--- src/rtl/lane_rx_pkg.sv ---
package lane_rx_pkg;

  // Strobes from control to datapath, at most one high per cycle
  typedef struct packed {
    logic capture;   // sync edge seen: latch the sampling slot
    logic loadRef;   // sample in the sync cell: set the reference level
    logic emitBit;   // sample in a data cell: decode and deliver
    logic closePkt;  // sample in the parity cell: judge the packet
  } laneStrobes_t;

  typedef enum logic [1:0] {
    ST_IDLE,
    ST_SYNC,
    ST_DATA,
    ST_PAR
  } laneState_t;

endpackage

--- src/rtl/lane_rx_dp.sv ---
module lane_rx_dp
  import lane_rx_pkg::*;
#(
  parameter int PHASES = 8
) (
  input  logic         clk,
  input  logic         rstN,
  input  logic         lineIn,
  input  laneStrobes_t strobes,
  output logic         rise,
  output logic         sampleHit,
  output logic         bitOut,
  output logic         bitValid,
  output logic         pktEnd,
  output logic         parErr
);

  localparam int PH_W = (PHASES > 1) ? $clog2(PHASES) : 1;
  localparam int HALF = PHASES / 2;

  logic             syncA, lvl, lvlD;
  logic [PH_W-1:0]  phaseCnt, samplePh;
  logic [PH_W:0]    phaseSum;
  logic             refLvl, runPar;
  logic             diff;

  // two-flop synchronizer plus one stage for edge detection
  always_ff @(posedge clk or negedge rstN) begin
    if (!rstN) begin
      syncA <= 1'b0;
      lvl   <= 1'b0;
      lvlD  <= 1'b0;
    end else begin
      syncA <= lineIn;
      lvl   <= syncA;
      lvlD  <= lvl;
    end
  end

  assign rise = lvl & ~lvlD;

  // free-running phase slot counter, one wrap per local cell
  always_ff @(posedge clk or negedge rstN) begin
    if (!rstN)
      phaseCnt <= '0;
    else if (phaseCnt == PH_W'(PHASES - 1))
      phaseCnt <= '0;
    else
      phaseCnt <= phaseCnt + 1'b1;
  end

  always_comb begin
    phaseSum = {1'b0, phaseCnt} + (PH_W+1)'(HALF);
    if (phaseSum >= (PH_W+1)'(PHASES))
      phaseSum = phaseSum - (PH_W+1)'(PHASES);
  end

  always_ff @(posedge clk or negedge rstN) begin
    if (!rstN)
      samplePh <= '0;
    else if (strobes.capture)
      samplePh <= phaseSum[PH_W-1:0];
  end

  assign sampleHit = (phaseCnt == samplePh);
  assign diff      = lvl ^ refLvl;

  // NRZI decode, running parity and output registers
  always_ff @(posedge clk or negedge rstN) begin
    if (!rstN) begin
      refLvl   <= 1'b0;
      runPar   <= 1'b0;
      bitOut   <= 1'b0;
      bitValid <= 1'b0;
      pktEnd   <= 1'b0;
      parErr   <= 1'b0;
    end else begin
      bitValid <= 1'b0;
      pktEnd   <= 1'b0;
      parErr   <= 1'b0;
      if (strobes.loadRef) begin
        refLvl <= lvl;
        runPar <= 1'b1;
      end
      if (strobes.emitBit) begin
        bitOut   <= diff;
        bitValid <= 1'b1;
        refLvl   <= lvl;
        runPar   <= runPar ^ diff;
      end
      if (strobes.closePkt) begin
        pktEnd <= 1'b1;
        parErr <= (runPar ^ diff) | lvl;
        refLvl <= lvl;
      end
    end
  end

endmodule

--- src/rtl/lane_rx_ctrl.sv ---
module lane_rx_ctrl
  import lane_rx_pkg::*;
#(
  parameter int MAX_CELLS = 2000,
  parameter int LEN_W     = $clog2(MAX_CELLS + 1)
) (
  input  logic             clk,
  input  logic             rstN,
  input  logic             rise,
  input  logic             sampleHit,
  input  logic [LEN_W-1:0] blkLen,
  output laneStrobes_t     strobes
);

  localparam logic [LEN_W-1:0] LEN_CAP = LEN_W'(MAX_CELLS);

  laneState_t       state;
  logic [LEN_W-1:0] cellsLeft;

  always_comb begin
    strobes          = '0;
    strobes.capture  = (state == ST_IDLE) && rise;
    strobes.loadRef  = (state == ST_SYNC) && sampleHit;
    strobes.emitBit  = (state == ST_DATA) && sampleHit;
    strobes.closePkt = (state == ST_PAR)  && sampleHit;
  end

  always_ff @(posedge clk or negedge rstN) begin
    if (!rstN) begin
      state     <= ST_IDLE;
      cellsLeft <= '0;
    end else begin
      case (state)
        ST_IDLE: if (rise) begin
          state     <= ST_SYNC;
          cellsLeft <= (blkLen > LEN_CAP) ? LEN_CAP : blkLen;
        end
        ST_SYNC: if (sampleHit)
          state <= (cellsLeft == '0) ? ST_PAR : ST_DATA;
        ST_DATA: if (sampleHit) begin
          if (cellsLeft == LEN_W'(1))
            state <= ST_PAR;
          cellsLeft <= cellsLeft - 1'b1;
        end
        ST_PAR: if (sampleHit)
          state <= ST_IDLE;
        default: state <= ST_IDLE;
      endcase
    end
  end

endmodule

--- src/rtl/lane_rx.sv ---
module lane_rx
  import lane_rx_pkg::*;
#(
  parameter int PHASES    = 8,
  parameter int MAX_CELLS = 2000,
  parameter int LEN_W     = $clog2(MAX_CELLS + 1)
) (
  input  logic             clk,
  input  logic             rstN,
  input  logic             lineIn,
  input  logic [LEN_W-1:0] blkLen,
  output logic             bitOut,
  output logic             bitValid,
  output logic             pktEnd,
  output logic             parErr
);

  laneStrobes_t strobes;
  logic         rise, sampleHit;

  lane_rx_ctrl #(.MAX_CELLS(MAX_CELLS), .LEN_W(LEN_W)) i_ctrl (
    .clk(clk), .rstN(rstN), .rise(rise), .sampleHit(sampleHit),
    .blkLen(blkLen), .strobes(strobes)
  );

  lane_rx_dp #(.PHASES(PHASES)) i_dp (
    .clk(clk), .rstN(rstN), .lineIn(lineIn), .strobes(strobes),
    .rise(rise), .sampleHit(sampleHit), .bitOut(bitOut),
    .bitValid(bitValid), .pktEnd(pktEnd), .parErr(parErr)
  );

endmodule

--- config.mk ---
export PLATFORM = sky130hd
export DESIGN_NAME = lane_rx
export DESIGN_NICKNAME = d
export VERILOG_FILES = /design/src/rtl/lane_rx_pkg.sv /design/src/rtl/lane_rx_dp.sv /design/src/rtl/lane_rx_ctrl.sv /design/src/rtl/lane_rx.sv
export SDC_FILE = /design/constraint.sdc
export NUM_CORES = 1
export LEC_CHECK = 0
export BUFFER_PORTS_ARGS = -buffer_cell sky130_fd_sc_hd__buf_4
export CAP_MARGIN = 20
export CELL_PAD_IN_SITES_DETAIL_PLACEMENT = 0
export CELL_PAD_IN_SITES_GLOBAL_PLACEMENT = 1
export CORE_ASPECT_RATIO = 0.8
export CORE_MARGIN = 5
export CORE_UTILIZATION = 45
export CTS_CLUSTER_SIZE = 20
export DETAILED_ROUTE_END_ITERATION = 10
export PLACE_DENSITY = 0.85
export SYNTH_ARGS = -nofsm -noshare
export SYNTH_HDL_FRONTEND = slang
export SYNTH_SLANG_ARGS = --single-unit
--- constraint.sdc ---
create_clock -name clk -period 2.1 [get_ports clk]
set_clock_uncertainty 0.05 [all_clocks]
set_input_delay 0.42 -clock clk [delete_from_list [all_inputs] [get_ports clk]]
set_output_delay 0.42 -clock clk [all_outputs]
set_load 0.02 [all_outputs]
# Word level (Yosys, flattened, before mapping)
# Index checks and enable logic that the tools add are counted.
# Widths: inputs -> output; s select.
[totals]
in_bits = 14
reg_bits = 28
output_inout_bits = 4
wordCells = 67
[op_classes]
magnitude_cmp = 2
reduce_logical = 11
addsub = 4
n_mux = 21
n_bitwise = 5
eq_ne = 11
[op_table]
columns = ["op", "n"]
rows = [
  ["$mux 11", 3],
  ["$pmux 11 s2", 1],
  ["$eq 11x1->1 const B", 1],
  ["$gt 11x11->1 const B", 1],
  ["$logic_not 11->1", 1],
  ["$sub 11x1->11 const B", 1],
  ["$mux 2", 5],
  ["$mux 1", 9],
  ["$ne 2x1->1 const B", 4],
  ["$pmux 2 s4", 1],
  ["$mux 3", 2],
  ["$reduce_and 5->1", 1],
  ["$add 3x3->4 const B", 1],
  ["$eq 2x2->1 const B", 2],
  ["$ge 4x4->1 const B", 1],
  ["$logic_and 1x1->1", 4],
  ["$reduce_bool 2->1", 2],
  ["$add 3x1->3 const B", 1],
  ["$eq 3x3->1", 1],
  ["$eq 3x3->1 const B", 1],
  ["$reduce_and 3->1", 1],
  ["$reduce_bool 3->1", 1],
  ["$sub 3x1->3 const B", 1],
  ["$eq 2x1->1 const B", 1],
  ["other kinds (6)", 7],
]

# Depth between registers and ports, before layout
# Gate-level depths: netlist of the first run.
[depth]
ltp_word = 5
mapped_depth = 8
mapped_depth_nobuf = 6

# Cells and area by module
# From an unflattened synthesis of the first run, not the netlist that was laid out.
[unflattened]
cells_unflattened = 151
hier_area_um2 = 1545.2
[modules_own_cells]
columns = ["mod", "cells_per_inst", "area_per_inst_um2", "n_inst", "seq_area_each_um2"]
rows = [
  ["lane_rx_ctrl", 113, 983.4, 1, 325.3],
  ["lane_rx_dp", 38, 561.8, 1, 375.4],
]

# Worst setup path before layout of the first run
# Ideal clock, no wire load.
[synth_timing]
path_type = "register -> register"
from = "register i_ctrl.state[0]"
to = "register i_ctrl.cellsLeft[4]"
path_stages_with_launch = 9
setup_ps = 121
arrival_time_ps = 1717
path_slack_ps = 212
period_less_slack_ps = 1888
required_time_ps = 1929
n_path_buf = 2
cell_sequence = "dfrtp_1 -> inv_1 -> ha_1 -> buf_2 -> inv_1 -> o21ai_1 -> clkbuf_1 -> o211ai_1 -> a22o_1"
[synth_via]
elab_chain_cells = 3
elab_cells_between_ends = 7
classes_between = "eq/ne: 3; mux: 1; reduce/logical: 3"
[synth_lines]
columns = ["element", "line_no", "rtl"]
rows = [
  ["start: declaration", "lane_rx_ctrl.sv:17", "laneState_t state;"],
  ["start signal: assignment", "lane_rx_ctrl.sv:39", "state <= (cellsLeft == '0) ? ST_PAR : ST_DATA;"],
  ["$eq 2x2->1 / $logic_not 2->1 (equally long branches)", "lane_rx_ctrl.sv:33", "case (state)"],
  ["$ne 2x1->1 (no line) / $reduce_bool 2->1 (equally long branches)", "--", ""],
  ["$reduce_and 3->1 (no line)", "--", ""],
  ["end signal: assignment", "lane_rx_ctrl.sv:36", "cellsLeft <= (blkLen > LEN_CAP) ? LEN_CAP : blkLen;"],
  ["end signal: assignment", "lane_rx_ctrl.sv:43", "cellsLeft <= cellsLeft - 1'b1;"],
  ["end: declaration", "lane_rx_ctrl.sv:18", "logic [LEN_W-1:0] cellsLeft;"],
]
# Several ways; a longest one is shown, not always the timed one.
# A chain may end at the register's enable or synchronous reset.

# Worst setup path in the final report of the first run
[layout_timing]
from = "register i_ctrl.cellsLeft[0]"
to = "register i_ctrl.state[0]"
[layout_via]
elab_chain_cells = 4
elab_cells_between_ends = 7
classes_between = "eq/ne: 2; mux: 3; reduce/logical: 2"
[layout_lines]
columns = ["element", "line_no", "rtl"]
rows = [
  ["$logic_not 11->1", "lane_rx_ctrl.sv:39", ""],
  ["$mux 1", "lane_rx_ctrl.sv:39", ""],
  ["$mux 2", "lane_rx_ctrl.sv:38", "ST_SYNC: if (sampleHit)"],
  ["$pmux 2 s4", "lane_rx_ctrl.sv:33", ""],
]
# Several ways; a longest one is shown, not always the timed one. The select of a mux whose other input is x is not followed.

==> flow_metrics.py, run 1 <==
metrics = {
    "status": {
        "status": "complete, no violations",
    },
    "routing": {
        "drtPass1Iterations": 4,
        "drc": 0,
        "via_count": 1377,
        "wl_per_cell_um": 17.1,
        "wirelength_um": 3900,
        "avgViaCountPerCell": 6.04,
        "postRouteAntennaNets": 0,
        "drt-initial-drc-count": 109,
    },
    "cts": {
        "path_clk_slew_ns": 0.09,
        "cts_resized": 0,
        "cts_sinks": 28,
        "cts.htree.levels": 1,
        "clk_latency_ns": 0.27,
        "clk_path_buf_depth": 2,
        "cts_tree": "done",
        "hold_buffers": 0,
        "numCtsBuffers": 3,
        "cts_root_buf": "clkbuf_8",
        "post_cts_buffers": 0,
    },
    "logic_synthesis": {
        "synth_cell_types": 55,
        "ys_seq_elements": 28,
        "ys_dominant_reg_cell": "dfrtp_1",
        "syn_avg_cell_area_um2": 10.2,
        "synth-edff-count": 0,
        "async_flop_share": 1.00,
        "synth_seq_area_share": 0.424,
        "syn-cell-area_mm2": 0.00165,
        "netlist_instances": 162,
        "yosys_warnings": 0,
        "synth_nets": 184,
    },
    "die": {
        "row_count": 19,
        "ios": 18,
        "core_area_mm2": 0.00349,
        "dieArea_mm2": 0.00500,
        "start_util": 0.473,
        "dieHeight_um": 64.2,
        "die_w_um": 77.8,
    },
    "timing": {
        "rsz0062_at_grt": "false",
        "setup_viol": 0,
        "tns_ns": 0,
        "relSlewSlack": 0.707,
        "min_period_ns": 1.96,
        "hold_viol": 0,
        "finalCritPeriodShare": 0.935,
        "fmax_mhz": 509,
        "slew_violations": 0,
        "tightest_slew_ns": 0.437,
    },
    "setup_path": {
        "crit_type": "register to register",
        "crit_path_top_delay_cell": "dfrtp_1",
        "arrival_ns": 2.10,
        "r2r_slack_ns": 0.14,
        "end_kind": "register",
        "cp_max_fo": 4,
        "r2r_end": "i_ctrl.state[0]",
        "slowest_delay_ns": 0.42,
        "worst_setup_path_start_kind": "register",
        "crit_path_cell_trace": "inv_1, ha_1, nor3b_1, buf_4, nand2_1, o311ai_0, a2bb2oi_1",
        "cp_num_buf_inv": 2,
        "reg2regPathDepth": 7,
        "cp.required_ns": 2.23,
        "r2r-start": "i_ctrl.cellsLeft[0]",
        "crit_family": "compound AO/OA/AOI/OAI gates",
    },
    "finish": {
        "drive_gt1_frac": 0.263,
        "antenna_cells": 0,
        "final_nets": 209,
        "area_delta_synth_final_pct": 17.7,
        "final_util": 0.557,
        "fin_area_mm2": 0.00195,
    },
    "placed_design": {
        "place_hpwl_um": 3000,
        "placed_cell_area_mm2": 0.00188,
        "place_congestion": 0.932,
        "port_buffers": 17,
    },
    "grt": {
        "grt_max_degree": 29,
        "grt_usage": 0.166,
        "grt_pass1_wl_um": 6780,
        "grt_pass1_vias": 1448,
        "antenna_found_initial": 0,
        "grt_overflow": 0,
    },
    "power_and_ir_drop": {
        "p_per_area_mw_per_mm2": 1460,
        "ir_drop_mv": 0.815,
        "p_leak_nw": 0.864,
        "power_w": 0.00285,
    },
    "flow_run": {
        "maxCapViolations": 0,
    },
    "min_path": {
        "min_path_type": "primary input to async pin",
    },
}
## final cells by class
cell class	count	area (µm²)
clock buffer	3	41.3
clock inverter	1	30.0
fill	315	1550
inverter	10	37.5
multi-input combinational	116	875
sequential	28	701
tap	42	52.6
timing repair buffer	28	210
## stage by stage
stage | cells | setup slack [ns] | hold slack [ns]
6_report | 228 | 0.136 | 0.00254
5_1_grt | 228 | 0.0482 | 0.0188
4_1_cts | 228 | 0.197 | 0.00620
3_5_place_dp | 224 | 0.212 | 0.298
3_3_place_gp | 224 | 0.245 | 0.284
2_1_floorplan | 162 | 0.212 | 0.0744
## report_power, final
part	internal (W)	switching, W	total [W]
combinational	0.000675	0.000836	0.00151
sequential	0.000737	0.000186	0.000922
clock	0.000255	0.000162	0.000417
total	0.00167	0.00118	0.00285
## cells by family after synthesis
logic type	synth area share
AOI/OAI and AO/OA	0.235
xor gates and xnor gates	0.0265
adders and majority gates	0.0605
buffers and inverters	0.0477
DFF	0.424
muxes	0.0355
and+or+nand+nor	0.171
## routing by layer
metal  global-route usage  wire length, µm  share of wire  up-vias
met3               0.0309              179          0.046        4
met5                    0                0              0        -
met2                0.283             1900           0.49       45
met4               0.0322               32         0.0082        0
met1                0.221             1790           0.46      670
li1                     -                -              -      658
## placed cells by master, fill, tap and decap left out, drive strengths merged, types with 3 or more instances in the layout
| cell | count |
|---|---|
| or4 | 4 |
| nand3 | 3 |
| a21oi | 8 |
| dfrtp | 28 |
| or2 | 3 |
| a31oi | 5 |
| clkbuf | 3 |
| inv | 10 |
| a22o | 5 |
| mux2 | 4 |
| xor2 | 4 |
| o21ai | 10 |
| o211ai | 5 |
| nor3 | 3 |
| nor2b | 3 |
| ha | 8 |
| o31ai | 4 |
| nand2 | 8 |
| buf | 28 |
| nor2 | 4 |
| o22ai | 3 |
## Yosys cell counts (2+ instances only)
cell	number	area, µm²
a21oi_1	8	40.0
a22o_1	4	35.0
nand3_1	3	15.0
ha_1	8	100
a31oi_1	5	31.3
clkbuf_1	4	15.0
nor3b_1	2	15.0
nand2_1	8	30.0
nor2_1	4	15.0
mux2_2	3	33.8
a211oi_1	2	15.0
o21ai_0	8	40.0
o32ai_1	2	17.5
nand3b_1	2	15.0
buf_2	2	10.0
or2_2	3	18.8
o31ai_1	3	22.5
a22oi_1	2	15.0
nor2b_1	3	18.8
o22ai_1	3	18.8
dfrtp_1	28	701
o211ai_1	5	37.5
xor2_1	4	35.0
or4_1	3	22.5
or3b_2	2	17.5
o21ai_1	2	10.0
inv_1	10	37.5
nand2b_1	2	12.5
## worst register-to-register path, cell delays in order, from the launching register on
cell       delay, ns
dfrtp_1         0.42
inv_1           0.11
ha_1            0.23
nor3b_1         0.24
buf_4           0.18
nand2_1         0.06
o311ai_0        0.37
a2bb2oi_1       0.23
## state kept, by name, summed over array words and instances (netlist names)
signal and flops:
i_dp.bitValid 1, i_dp.syncA 1, i_dp.runPar 1, i_dp.refLvl 1, i_dp.phaseCnt 3, i_dp.lvl 1
i_dp.pktEnd 1, i_dp.bitOut 1, i_ctrl.cellsLeft 11, i_dp.samplePh 3, i_ctrl.state 2, i_dp.parErr 1
i_dp.lvlD 1
## worst max path at each step
stage / startpoint / end / slack [ns] / depth (start not counted)
final: i_ctrl.cellsLeft[0] / i_ctrl.state[0] / 0.14 / 7
after global routing: i_ctrl.cellsLeft[0] / i_ctrl.cellsLeft[10] / 0.05 / 6
after CTS: i_ctrl.cellsLeft[1] / i_ctrl.cellsLeft[7] / 0.20 / 4
after detailed placement: i_ctrl.cellsLeft[1] / i_ctrl.state[1] / 0.21 / 6
after global placement: i_ctrl.cellsLeft[1] / i_ctrl.cellsLeft[7] / 0.24 / 4
after floorplan: i_ctrl.state[0] / i_ctrl.cellsLeft[4] / 0.21 / 8
Note: power is estimated with default switching activity, not from simulation.
==> inputs of run 2 (changes only) <==
--- a/config.mk
+++ b/config.mk
@@ -11,3 +11,2 @@
 export CELL_PAD_IN_SITES_GLOBAL_PLACEMENT = 1
-export CORE_ASPECT_RATIO = 0.8
 export CORE_MARGIN = 5
--- a/constraint.sdc
+++ b/constraint.sdc
@@ -4,2 +4,2 @@
 set_output_delay 0.42 -clock clk [all_outputs]
-set_load 0.02 [all_outputs]
+set_load 0.05 [all_outputs]
==> run 2 against run 1 <==
  * The run now ends with hold timing left
  * Cell area down 0.77%
  * Wire length down 5.6%
  * Clock-buffer cell count unchanged
  * Register-to-register slack better by 0.06 ns
  * Sequential cell count unchanged
  * First-iteration DRC count up 3.7%
  * Power down 3.9%
  * Core utilization down 2.1 points
  * Critical path depth down 1
  * Critical path type unchanged
  * Largest cell class unchanged
  * Highest routed layer unchanged
==> flow_metrics.py, run 2 (same netlist as run 1, synthesis figures left out) <==
metrics = {
    "routing": {
        "avgViaCountPerCell": 5.85,
        "drc": 0,
        "drt-initial-drc-count": 113,
        "wl_per_cell_um": 15.7,
        "postRouteAntennaNets": 0,
        "drtPass1Iterations": 4,
        "via_count": 1370,
        "wirelength_um": 3680,
    },
    "timing": {
        "finalCritPeriodShare": 0.904,
        "tns_ns": 0,
        "hold_viol": 3,
        "rsz0062_at_grt": "false",
        "tightest_slew_ns": 0.456,
        "hold_slack_ns": -0.00250,
        "slew_violations": 0,
        "setup_viol": 0,
        "relSlewSlack": 0.696,
        "fmax_mhz": 527,
        "min_period_ns": 1.90,
    },
    "finish": {
        "reg.largest.list": "i_ctrl.cellsLeft: 11 flops, i_dp.phaseCnt: 3 flops, i_dp.samplePh: 3 flops",
        "largest_register_ffs": 11,
        "final_nets": 210,
        "fin_area_mm2": 0.00193,
        "final_util": 0.536,
        "top_register": "i_ctrl.cellsLeft",
        "drive_gt1_frac": 0.263,
        "mostFrequentLayoutCells": "buf_4, dfrtp_1, inv_1",
        "final_common_cell": "buf_4",
        "antenna_cells": 0,
        "area_delta_synth_final_pct": 16.8,
    },
    "power_and_ir_drop": {
        "sequentialPowerShare": 0.331,
        "pwr-share-comb": 0.565,
        "switching_share": 0.433,
        "p_leak_nw": 0.857,
        "p_switching_w": 0.00119,
        "ir_drop_mv": 0.549,
        "intPower_w": 0.00155,
        "p_clk_frac": 0.104,
        "p_per_area_mw_per_mm2": 1420,
    },
    "die": {
        "start_util": 0.459,
        "row_count": 22,
        "dieArea_mm2": 0.00499,
        "core_area_mm2": 0.00361,
        "die_w_um": 70.6,
        "ios": 18,
        "dieHeight_um": 70.6,
    },
    "placed_design": {
        "placed_cell_area_mm2": 0.00189,
        "port_buffers": 17,
        "place_congestion": 0.902,
        "place_hpwl_um": 2770,
    },
    "status": {
        "violations": "hold timing",
        "status": "complete, but fails checks",
    },
    "setup_path": {
        "end_kind": "register",
        "cp.required_ns": 2.21,
        "crit_path_top_delay_cell": "or3b_2",
        "crit_type": "register to register",
        "r2r_slack_ns": 0.20,
        "r2r-start": "i_ctrl.cellsLeft[1]",
        "r2r_end": "i_ctrl.state[1]",
        "cp_max_fo": 4,
        "reg2regPathDepth": 6,
        "crit_path_cell_trace": "inv_1, ha_1, or3b_2, nor3_4, o221ai_2, mux2_4",
        "arrival_ns": 2.01,
        "worst_setup_path_start_kind": "register",
        "slowest_delay_ns": 0.49,
    },
    "cts": {
        "cts_root_buf": "clkbuf_8",
        "clk_latency_ns": 0.27,
        "numCtsBuffers": 3,
        "cts_sinks": 28,
        "hold_buffers": 0,
        "cts_tree": "done",
        "path_clk_slew_ns": 0.09,
        "post_cts_buffers": 0,
        "cts.htree.levels": 1,
        "clk_path_buf_depth": 2,
    },
    "grt": {
        "grt_overflow": 0,
        "grt_pass1_vias": 1349,
        "antenna_found_initial": 0,
        "grt_usage": 0.161,
        "grt_max_degree": 29,
        "grt_pass1_wl_um": 6620,
    },
    "min_path": {
        "min_path_type": "primary input to async pin",
    },
    "flow_run": {
        "maxCapViolations": 0,
    },
}
-- run 2: area by class of cell --
cell class	count	area (µm²)
Fill cell	322	1670
Multi-Input combinational cell	116	875
Sequential cell	28	701
Timing Repair Buffer	29	218
Tap cell	48	60.1
Clock buffer	3	41.3
Inverter	10	37.5
-- run 2: critical path: cells and delay by family (launching register included) --
| kind | cells | cell delay (ns) |
|---|---|---|
| AOI/OAI and AO/OA | 1 | 0.15 |
| adders and majority gates | 1 | 0.13 |
| buffers and inverters | 1 | 0.09 |
| DFF | 1 | 0.42 |
| muxes | 1 | 0.32 |
| and+or+nand+nor | 2 | 0.64 |
-- run 2: power groups by stage --
stage | clock network (W) | registers (W) | logic, W
finish | 0.000284 | 0.000908 | 0.00155
global route | 0.000321 | 0.000936 | 0.00172
CTS | 0.000294 | 0.000906 | 0.00154
detailed placement | 0 | 0.000916 | 0.00152
global placement | 0 | 0.000902 | 0.00150
floorplan | 0 | 0.000951 | 0.00104
-- run 2: worst max path at each step --
stage	startpoint	to	slack [ns]	cells past startpoint
6_report	i_ctrl.cellsLeft[1]	i_ctrl.state[1]	0.20	6
5_1_grt	i_ctrl.cellsLeft[1]	i_ctrl.state[1]	0.08	6
4_1_cts	i_dp.phaseCnt[0]	i_ctrl.cellsLeft[1]	0.19	4
3_5_place_dp	i_dp.phaseCnt[0]	i_ctrl.cellsLeft[1]	0.21	4
3_3_place_gp	i_dp.phaseCnt[0]	i_ctrl.cellsLeft[2]	0.24	4
2_1_floorplan	i_ctrl.state[0]	i_ctrl.cellsLeft[4]	0.21	8
-- run 2: what timing repair did --
| item | in CTS | in global routing |
|---|---|---|
| resized for setup | 0 | 1 |
| endpoints found under the hold margin | 0 | 0 |
| setup endpoints to repair | 0 | 2 |
-- run 2: layer usage --
layer / vias up / global-route usage / share of wire
met5: - / 0 / 0
met3: 5 / 0.0185 / 0.040
met1: 677 / 0.224 / 0.44
met2: 33 / 0.264 / 0.51
met4: 0 / 0.0501 / 0.012
li1: 655 / - / -
-- run 2: metrics by stage --
| step | setup WS [ns] | total power [W] | std cells |
|---|---|---|---|
| after floorplan | 0.212 | 0.00199 | 162 |
| after global placement | 0.237 | 0.00240 | 231 |
| after detailed placement | 0.214 | 0.00244 | 231 |
| after CTS | 0.191 | 0.00274 | 234 |
| after global routing | 0.0788 | 0.00298 | 234 |
| final | 0.201 | 0.00274 | 234 |
